===== config.mk =====
export PLATFORM = sky130hd
export DESIGN_NAME = i2c_bus_err_det
export DESIGN_NICKNAME = d
export VERILOG_FILES = /design/src/rtl/i2c_berr_pkg.sv /design/src/rtl/berr_control.sv /design/src/rtl/berr_datapath.sv /design/src/rtl/i2c_bus_err_det.sv
export SDC_FILE = /design/constraint.sdc
export NUM_CORES = 1
export LEC_CHECK = 0
export BUFFER_PORTS_ARGS = -buffer_cell sky130_fd_sc_hd__buf_4
export CAP_MARGIN = 20
export CORE_AREA = 5 5 42 44
export CTS_BUF_LIST = sky130_fd_sc_hd__clkbuf_8
export DETAILED_ROUTE_END_ITERATION = 8
export DIE_AREA = 0 0 47 49
export GPL_TIMING_DRIVEN = 0
export SLEW_MARGIN = 25
export SYNTH_ARGS = -nofsm -noshare
export SYNTH_HDL_FRONTEND = slang
export SYNTH_SLANG_ARGS = --single-unit

===== constraint.sdc =====
create_clock -name clk -period 2.7 [get_ports clk]
set_input_delay 0.405 -clock clk [delete_from_list [all_inputs] [get_ports clk]]
set_output_delay 0.405 -clock clk [all_outputs]
set_load 0.05 [all_outputs]

===== src/rtl/i2c_berr_pkg.sv =====
package i2c_berr_pkg;
  localparam int STATUS_W = 8;
  localparam logic [STATUS_W-1:0] IDLE_CODE = 8'hF8;
  localparam logic [STATUS_W-1:0] BERR_CODE = 8'h00;

  typedef struct packed {
    logic raiseErr;
    logic clearIrq;
  } berrStrobe_t;
endpackage


===== src/rtl/berr_control.sv =====
module berr_control
  import i2c_berr_pkg::*;
#(
  parameter int FRAME_BITS = 9,
  localparam int BIT_W = $clog2(FRAME_BITS + 1)
) (
  input  logic             startSeen,
  input  logic             stopSeen,
  input  logic [BIT_W-1:0] bitPos,
  input  logic             phaseAddr,
  input  logic             phaseData,
  input  logic             phaseAck,
  input  logic             isMaster,
  input  logic             isAddrSlave,
  input  logic             selfCond,
  input  logic             irqClr,
  output berrStrobe_t      strb
);
  logic condSeen;
  logic midByte;
  logic illegalSpot;
  logic involved;

  // A condition on the bus that this node did not drive on purpose
  assign condSeen    = (startSeen | stopSeen) & ~selfCond;
  // bitPos == 0 marks the gap before the first bit of a byte
  assign midByte     = (phaseAddr | phaseData) & (bitPos != '0);
  assign illegalSpot = midByte | phaseAck;
  assign involved    = isMaster | isAddrSlave;

  always_comb begin
    strb          = '0;
    strb.raiseErr = condSeen & illegalSpot & involved;
    strb.clearIrq = irqClr;
  end
endmodule


===== src/rtl/berr_datapath.sv =====
module berr_datapath
  import i2c_berr_pkg::*;
(
  input  logic                clk,
  input  logic                rstN,
  input  logic                sclSync,
  input  logic                sdaSync,
  input  berrStrobe_t         strb,
  output logic                startSeen,
  output logic                stopSeen,
  output logic                irqFlag,
  output logic [STATUS_W-1:0] statusCode,
  output logic                releaseLines,
  output logic                modeReset
);
  logic prevScl, prevSda;
  logic sclHeld;
  logic irqReg, relReg, modeReg;
  logic [STATUS_W-1:0] statusReg;

  // The previous samples start at the idle-bus level, so no condition is seen on the first edge
  always_ff @(posedge clk or negedge rstN) begin
    if (!rstN) begin
      prevScl <= 1'b1;
      prevSda <= 1'b1;
    end else begin
      prevScl <= sclSync;
      prevSda <= sdaSync;
    end
  end

  assign sclHeld   = sclSync & prevScl;
  assign startSeen = sclHeld & prevSda & ~sdaSync;
  assign stopSeen  = sclHeld & ~prevSda & sdaSync;

  always_ff @(posedge clk or negedge rstN) begin
    if (!rstN) begin
      irqReg    <= 1'b0;
      relReg    <= 1'b0;
      modeReg   <= 1'b0;
      statusReg <= IDLE_CODE;
    end else begin
      modeReg <= strb.raiseErr;
      if (strb.raiseErr) begin
        irqReg    <= 1'b1;
        relReg    <= 1'b1;
        statusReg <= BERR_CODE;
      end else if (strb.clearIrq) begin
        irqReg    <= 1'b0;
        relReg    <= 1'b0;
        statusReg <= IDLE_CODE;
      end
    end
  end

  assign irqFlag      = irqReg;
  assign statusCode   = statusReg;
  assign releaseLines = relReg;
  assign modeReset    = modeReg;

  assert_err_response_R6: assert property (@(posedge clk) disable iff (!rstN)
    strb.raiseErr |=> (irqFlag && statusCode == BERR_CODE));
  assert_mode_pulse_R4: assert property (@(posedge clk) disable iff (!rstN)
    (modeReset && !strb.raiseErr) |=> !modeReset);
  assert_release_held_R5: assert property (@(posedge clk) disable iff (!rstN)
    modeReset |-> releaseLines);
  assert_irq_sticky_R8: assert property (@(posedge clk) disable iff (!rstN)
    (irqFlag && !strb.clearIrq) |=> irqFlag);
  assert_idle_code_R9: assert property (@(posedge clk) disable iff (!rstN)
    !irqFlag |-> (statusCode == IDLE_CODE && !releaseLines));
endmodule


===== src/rtl/i2c_bus_err_det.sv =====
module i2c_bus_err_det
  import i2c_berr_pkg::*;
#(
  parameter int FRAME_BITS = 9,
  localparam int BIT_W = $clog2(FRAME_BITS + 1)
) (
  input  logic                clk,
  input  logic                rstN,
  input  logic                sclSync,
  input  logic                sdaSync,
  input  logic [BIT_W-1:0]    bitPos,
  input  logic                phaseAddr,
  input  logic                phaseData,
  input  logic                phaseAck,
  input  logic                isMaster,
  input  logic                isAddrSlave,
  input  logic                selfCond,
  input  logic                irqClr,
  output logic                releaseLines,
  output logic                irqFlag,
  output logic [STATUS_W-1:0] statusCode,
  output logic                modeReset
);
  berrStrobe_t strb;
  logic startSeen, stopSeen;

  berr_control #(.FRAME_BITS(FRAME_BITS)) uCtrl (
    .startSeen  (startSeen),
    .stopSeen   (stopSeen),
    .bitPos     (bitPos),
    .phaseAddr  (phaseAddr),
    .phaseData  (phaseData),
    .phaseAck   (phaseAck),
    .isMaster   (isMaster),
    .isAddrSlave(isAddrSlave),
    .selfCond   (selfCond),
    .irqClr     (irqClr),
    .strb       (strb)
  );

  berr_datapath uData (
    .clk         (clk),
    .rstN        (rstN),
    .sclSync     (sclSync),
    .sdaSync     (sdaSync),
    .strb        (strb),
    .startSeen   (startSeen),
    .stopSeen    (stopSeen),
    .irqFlag     (irqFlag),
    .statusCode  (statusCode),
    .releaseLines(releaseLines),
    .modeReset   (modeReset)
  );

  assert_bystander_R3: assert property (@(posedge clk) disable iff (!rstN)
    !(isMaster || isAddrSlave) |=> !modeReset);
  assert_scl_low_R7: assert property (@(posedge clk) disable iff (!rstN)
    !sclSync |=> !modeReset);
  assert_self_cond_R7: assert property (@(posedge clk) disable iff (!rstN)
    selfCond |=> !modeReset);
  assert_frame_gap_R10: assert property (@(posedge clk) disable iff (!rstN)
    (bitPos == '0 && !phaseAck) |=> !modeReset);
endmodule


* Word-level counts from Yosys, hierarchy flattened
Index checks and enable logic that the tools add are counted.
Operators by class: multiplexer cells 4, bitwise logic cells 16, reduce and logical (&&, ||, !) cells 2
Operator list (number):
- $mux 8 | 2
- $and 1x1->1 | 9
- $or 1x1->1 | 4
- $reduce_bool 4->1 | 1
- $not 1->1 | 3
- $mux 1 | 2
- $reduce_bool 2->1 | 1
Word-level totals: input bits 15, bits in registers 12

* Longest topological paths before layout
Gate-level depths: netlist (run 1).
depth after elaboration 8, gate-level depth with buffers 3, depth with buffers taken out 3

* By module
From an unflattened synthesis (run 1), not the netlist that was laid out.
Unflattened totals: cell total of the unflattened synthesis 27, area total of the unflattened synthesis 280.3 um^2
By module, submodules not included:
- berr_datapath | times used 1, area each 242.7 um^2, cells each 21
- berr_control | times used 1, area each 37.5 um^2, cells each 6

* Least setup slack after synthesis (run 1)
No wires, ideal clock.
path type register -> output, start point reg uData.statusCode[6] (netlist name), end point out statusCode[4], data arrival time 960 ps, slack 1335 ps, required time 2295 ps, stages on the path, launching flop included 2, path through dfstp_2 -> buf_4
RTL lines:
- to (decl) | line i2c_bus_err_det.sv:21 | output logic [STATUS_W-1:0] statusCode,

==> results_dict.tcl, run 1 <==
set metrics [dict create \
    track_usage_pct 6.80 \
    maxCapViolCount 0 \
    cpPeakStageDelay_ns 0.56 \
    std_cell_rows 14 \
    synth-seq-cells 5 \
    async_reset_ff_share_pct 100 \
    drt-met1-wl_um 198 \
    muxShareOfSynthArea_pct 0 \
    vias 256 \
    yosys-top-cells-area "dfstp_2 30%, buf_4 23%, dfrtp_1 19%" \
    dieHeight_um 49 \
    die_area_um2 2300 \
    netlist_instances 24 \
    synthXorXnorAreaFrac_pct 3.35 \
    ant_nets 0 \
    fin_worst_skew_ns 0.00106 \
    routedWlPerCell_um 8.93 \
    crit_slowest_cell "dfstp_2" \
    firstDrtPassIters 1 \
    ios 26 \
    syn-cell-area_um2 262 \
    period_minus_slack_ns 1.48 \
    post-route-drc-count 0 \
    syn_avg_cell_area_um2 10.9 \
    cts_num_sinks 5 \
    setup_tns_ns 0 \
    areaGrowthSynthToFinish_pct 94.7 \
    die_w_um 47 \
    synth_edf_count 0 \
    synth_top_family_by_area "buffers and inverters" \
    grt_max_degree 7 \
    crit_path_cell_trace "buf_4, buf_4" \
    end_kind "primary output" \
    diodes 0 \
    place.gp.congestion 0.530 \
    peakVddDrop_mv 0.188 \
    p_leak_nw 0.260 \
    hold_violations 0 \
    core_um2 1400 \
    yosysTopAreaCellShare_pct 30.1 \
    postCtsSetupRepairBufs 0 \
    fin_crit_sh_pct 54.8 \
    synth-compound-area-share_pct 12.4 \
    post-synth-top-area-cell "dfstp_2" \
    cp.required_ns 2.30 \
    wl_met3_um 103 \
    start_kind "register" \
    antenna_found_initial 0 \
    crit_fanout 6 \
    drv_slew 0 \
    viasPerCell 3.71 \
    portBuffers 22 \
    setup_viol 0 \
    clock.fmax_ghz 0.676 \
    drtIter0Drc 0 \
    met2_length_um 314 \
    synthTopCellsByCount "8 x buf_4, 3 x dfstp_2, 2 x dfrtp_1" \
    routed_wl_um 616 \
    clockBufferDepth 2 \
    cts_tree "yes" \
    ys_warn_count 0 \
    status "complete, no violations" \
    hold_class "input pin to register" \
    start_util_pct 18.7 \
    insertion_delay_ns 0.22 \
    critical_path_arrival_ns 1.07 \
    path_clk_slew_ns 0.04 \
    hold-worst-slack_ns 0.303 \
    crit_path_frequent_cell "buf_4" \
    routed.top_layer "met3" \
    synth_flop_cell "dfstp_2" \
    synthAdderAreaFrac_pct 0 \
    synth-simple-area-share_pct 9.09 \
    grt_pass1_wl_um 1080 \
    power_density_nw_per_um2 571 \
    h-tree-depth 1 \
    drive_gt1_share_pct 73.6 \
    nNetsFinal 69 \
    grt_pass1_vias 289 \
    critical_path_class "register to primary output" \
    cts_root_buf "clkbuf_8" \
    rsz0062_at_grt "false" \
    cts_buffers 3 \
    ys_types 14 \
    yosysSeqAreaShare_pct 49.3 \
    overflow 0 \
    yosysMostFrequentCell "buf_4" \
]
==> registers in the layout, indices dropped and copies added, names as in the netlist <==
signal,cells
uData.statusCode,1
uData.releaseLines,1
uData.prevScl,1
uData.modeReset,1
uData.prevSda,1
==> cell usage in the layout, fill, tap and decap left out, drive strengths merged <==
| master | instances |
|---|---|
| o22a | 1 |
| o211ai | 1 |
| a21oi | 1 |
| conb | 3 |
| or2 | 1 |
| clkbuf | 3 |
| or3 | 1 |
| nor2 | 1 |
| dlygate4sd3 | 1 |
| xnor2 | 1 |
| or4 | 1 |
| o22ai | 1 |
| dfstp | 3 |
| inv | 2 |
| buf | 30 |
| dfrtp | 2 |
==> metrics by stage <==
step	area [µm²]	utilization, %	total power [mW]	setup WS, ns	std cells
6_report	509	36.3	0.291	1.22	69
5_1_grt	509	36.3	0.308	1.17	69
4_1_cts	509	36.3	0.296	1.21	69
3_5_place_dp	454	32.4	0.159	1.22	64
3_3_place_gp	454	32.4	0.158	1.23	64
2_1_floorplan	269	-	0.131	1.33	26
==> power by group <==
part,switching (mW),internal (mW)
clock network,0.0353,0.0973
registers,0.00236,0.0808
logic,0.0421,0.0329
total,0.0797,0.211
==> critical path, delay by kind of cell, from the launching register on <==
family / cells / cell delay (ns)
buffers and inverters: 2 / 0.29
flip-flops: 1 / 0.56
==> final timing paths <==
check	from	endpoint	slack (ns)	cells past startpoint
min	sclSync	uData.prevScl	0.30	1
max reg2reg	uData.prevSda	uData.statusCode[6]	1.48	3
min in group asynchronous	rstN	uData.modeReset	0.53	2
min reg2reg	uData.releaseLines	uData.releaseLines	0.55	2
max	uData.statusCode[6]	statusCode[5]	1.22	2
max in group asynchronous	rstN	uData.statusCode[6]	1.98	2
==> timing repair <==
| item | CTS | global route |
|---|---|---|
| resized for setup | 0 | 0 |
| hold endpoints to repair | 2 | 0 |
| endpoints found under the setup margin | 0 | 0 |
| hold buffers | 1 | 0 |
==> kinds of logic (layout without fill, tap and decap cells) <==
family | Yosys count | after routing
compound gates | 4 | 4
xor+xnor | 1 | 1
buf+inv | 9 | 36
flops | 5 | 5
other cells | 1 | 3
simple gates | 4 | 4
==> per-layer routing <==
layer | vias to the layer above | track usage [%]
met3 | 0 | 3.32
met2 | 17 | 10.6
met5 | - | 0
li1 | 126 | -
met4 | 0 | 5.53
met1 | 113 | 6.26
==> layout make-up <==
cell class	count	area, µm²
buffer	8	60.1
clock buffer	3	41.3
multi-input combinational	12	76.3
timing repair buffer	23	175
inverter	1	3.75
clock inverter	1	3.75
tap	16	20.0
sequential	5	129
fill	164	892
No activity file was read; power rests on OpenSTA's default activity.
==> run 2: changes to the inputs <==
Settings changed: ABC_AREA set to 1.
Clock period 2.7 ns to 1.5 ns, I/O delays scaled along.
==> run 2 against run 1 <==
Core utilization is 3.6 points higher. Clock-buffer cell count stayed put. Non-clock buffer count stayed put.
==> results_dict.tcl, run 2 <==
set metrics [dict create \
    cts_num_sinks 5 \
    final_core_util_pct 39.9 \
    critical_path_class "register to primary output" \
    end_kind "primary output" \
    finalWorstSetupSlack_ns 0.194 \
    globalRouteMet1Util_pct 7.14 \
    start_kind "register" \
    hpwlAfterDp_um 600 \
    place_area_um2 504 \
    fin_worst_skew_ns 0.000644 \
    p_leak_nw 0.330 \
    grt_pass1_vias 249 \
    track_usage_pct 6.72 \
    worstReg2RegStart "uData.prevSda" \
    synth_flop_cell "dfstp_2" \
    cts_root_buf "clkbuf_8" \
    ys_warn_count 0 \
    grt_util_met3_pct 6.27 \
    yosysMostFrequentCell "inv_1" \
    min_from "sclSync" \
    h-tree-depth 1 \
    syn-cell-area_um2 312 \
    synth_top_family_by_area "buffers and inverters" \
    grt_use_met2_pct 8.37 \
    path_clk_slew_ns 0.03 \
    synth_edf_count 0 \
    cts_buffers 3 \
    ios 26 \
    routedWlPerCell_um 7.87 \
    ant_nets 0 \
    period_minus_slack_ns 1.31 \
    async_reset_ff_share_pct 100 \
    yosysTopAreaCellShare_pct 25.3 \
    status "complete, no violations" \
    power_density_nw_per_um2 951 \
    drv_slew 0 \
    netlist_instances 40 \
    final_common_cell "buf_4" \
    die_w_um 47 \
    dp_cells 80 \
    preCtsSetupSlack_ns 0.415 \
    clock.fmax_ghz 0.766 \
    place.gp.congestion 0.592 \
    setup_viol 0 \
    muxShareOfSynthArea_pct 0 \
    portBuffers 22 \
    hold_class "input pin to register" \
    areaGrowthSynthToFinish_pct 79.5 \
    viasPerCell 3.48 \
    synthXorXnorAreaFrac_pct 0 \
    nNetsFinal 85 \
    yosys-top-cells-area "dfstp_2 25%, buf_4 19%, dfrtp_1 16%" \
    peakVddDrop_mv 0.455 \
    grt_pass1_wl_um 1020 \
    cts-resized-gates 0 \
    synthAdderAreaFrac_pct 0 \
    synth-simple-area-share_pct 21.7 \
    dieHeight_um 49 \
    crit_path_start "uData.statusCode[6]" \
    hold-worst-slack_ns 0.123 \
    rsz0062_at_grt "false" \
    std_cell_rows 14 \
    diodes 0 \
    post-route-drc-count 0 \
    layout_common_cells "30 x buf_4, 10 x inv_1, 7 x nand2_1" \
    setup_tns_ns 0 \
    start_util_pct 22.2 \
    insertion_delay_ns 0.22 \
    routed_wl_um 669 \
    firstDrtPassIters 1 \
    core_um2 1400 \
    grt_max_degree 7 \
    drive_gt1_share_pct 59.4 \
    antenna_found_initial 0 \
    cp.required_ns 1.27 \
    maxCapViolCount 0 \
    syn_avg_cell_area_um2 7.79 \
    yosysSeqAreaShare_pct 41.4 \
    post-synth-top-area-cell "dfstp_2" \
    die_area_um2 2300 \
    post-route-cell-area_um2 559 \
    vias 296 \
    grt.busiest_layer "met2" \
    fillers 159 \
    clockBufferDepth 2 \
    critical_path_arrival_ns 1.08 \
    drtIter0Drc 0 \
    stdcell_count 85 \
    synth-compound-area-share_pct 5.62 \
    ys_types 13 \
    power_mw 0.532 \
    crit_fanout 6 \
    fin_crit_sh_pct 87.0 \
    cts_tree "yes" \
    hold_violations 0 \
    synthTopCellsByCount "9 x inv_1, 8 x buf_4, 7 x nand2_1" \
    synth-seq-cells 5 \
    overflow 0 \
]
run 2: final timing paths:
path	end	slack [ns]	depth (start not counted)
setup / recovery	statusCode[7]	0.19	2
hold / removal	uData.prevScl	0.12	1
min in group asynchronous	uData.releaseLines	0.35	2
setup reg to reg	uData.releaseLines	0.48	6
max in group asynchronous	uData.prevScl	0.96	2
hold reg to reg	uData.releaseLines	0.54	2
run 2: repair_timing:
action	in CTS	in global routing
buffers inserted	0	0
hold buffers	1	0
hold endpoints to repair	5	0
run 2: metal layers:
metal,part of all wire (%),up-vias
li1,-,161
met1,36,117
met2,47,18
met3,17,0
met4,0,0
met5,0,-
run 2: cells by family (layout without fill, tap and decap cells):
family | count (synthesis) | after routing
simple gates | 15 | 15
flops | 5 | 5
buf+inv | 17 | 44
compound gates | 2 | 2
other cells | 1 | 3
run 2: power breakdown:
group / internal (mW) / switching, mW / leakage, nW / total, mW
registers: 0.146 / 0.00462 / 0.0590 / 0.150
clock network: 0.175 / 0.0624 / 0.0269 / 0.237
logic: 0.0608 / 0.0836 / 0.245 / 0.144
total: 0.382 / 0.151 / 0.330 / 0.532
run 2: final cells by class:
| type | instances | area [µm²] | share of cell area, % |
|---|---|---|---|
| clock buffers | 3 | 41.3 | 7.38 |
| multi-input cells | 20 | 96.3 | 17.2 |
| repair buffers | 23 | 175 | 31.3 |
| clock inverters | 1 | 3.75 | 0.671 |
| inverters | 9 | 33.8 | 6.04 |
| plain buffers | 8 | 60.1 | 10.7 |
| flip-flops and latches | 5 | 129 | 23.0 |
| well taps | 16 | 20.0 | 3.58 |
run 2: worst max-delay path: stages (launching register included):
cell and delay (ns):
dfstp_2 0.57, buf_4 0.12, buf_4 0.18
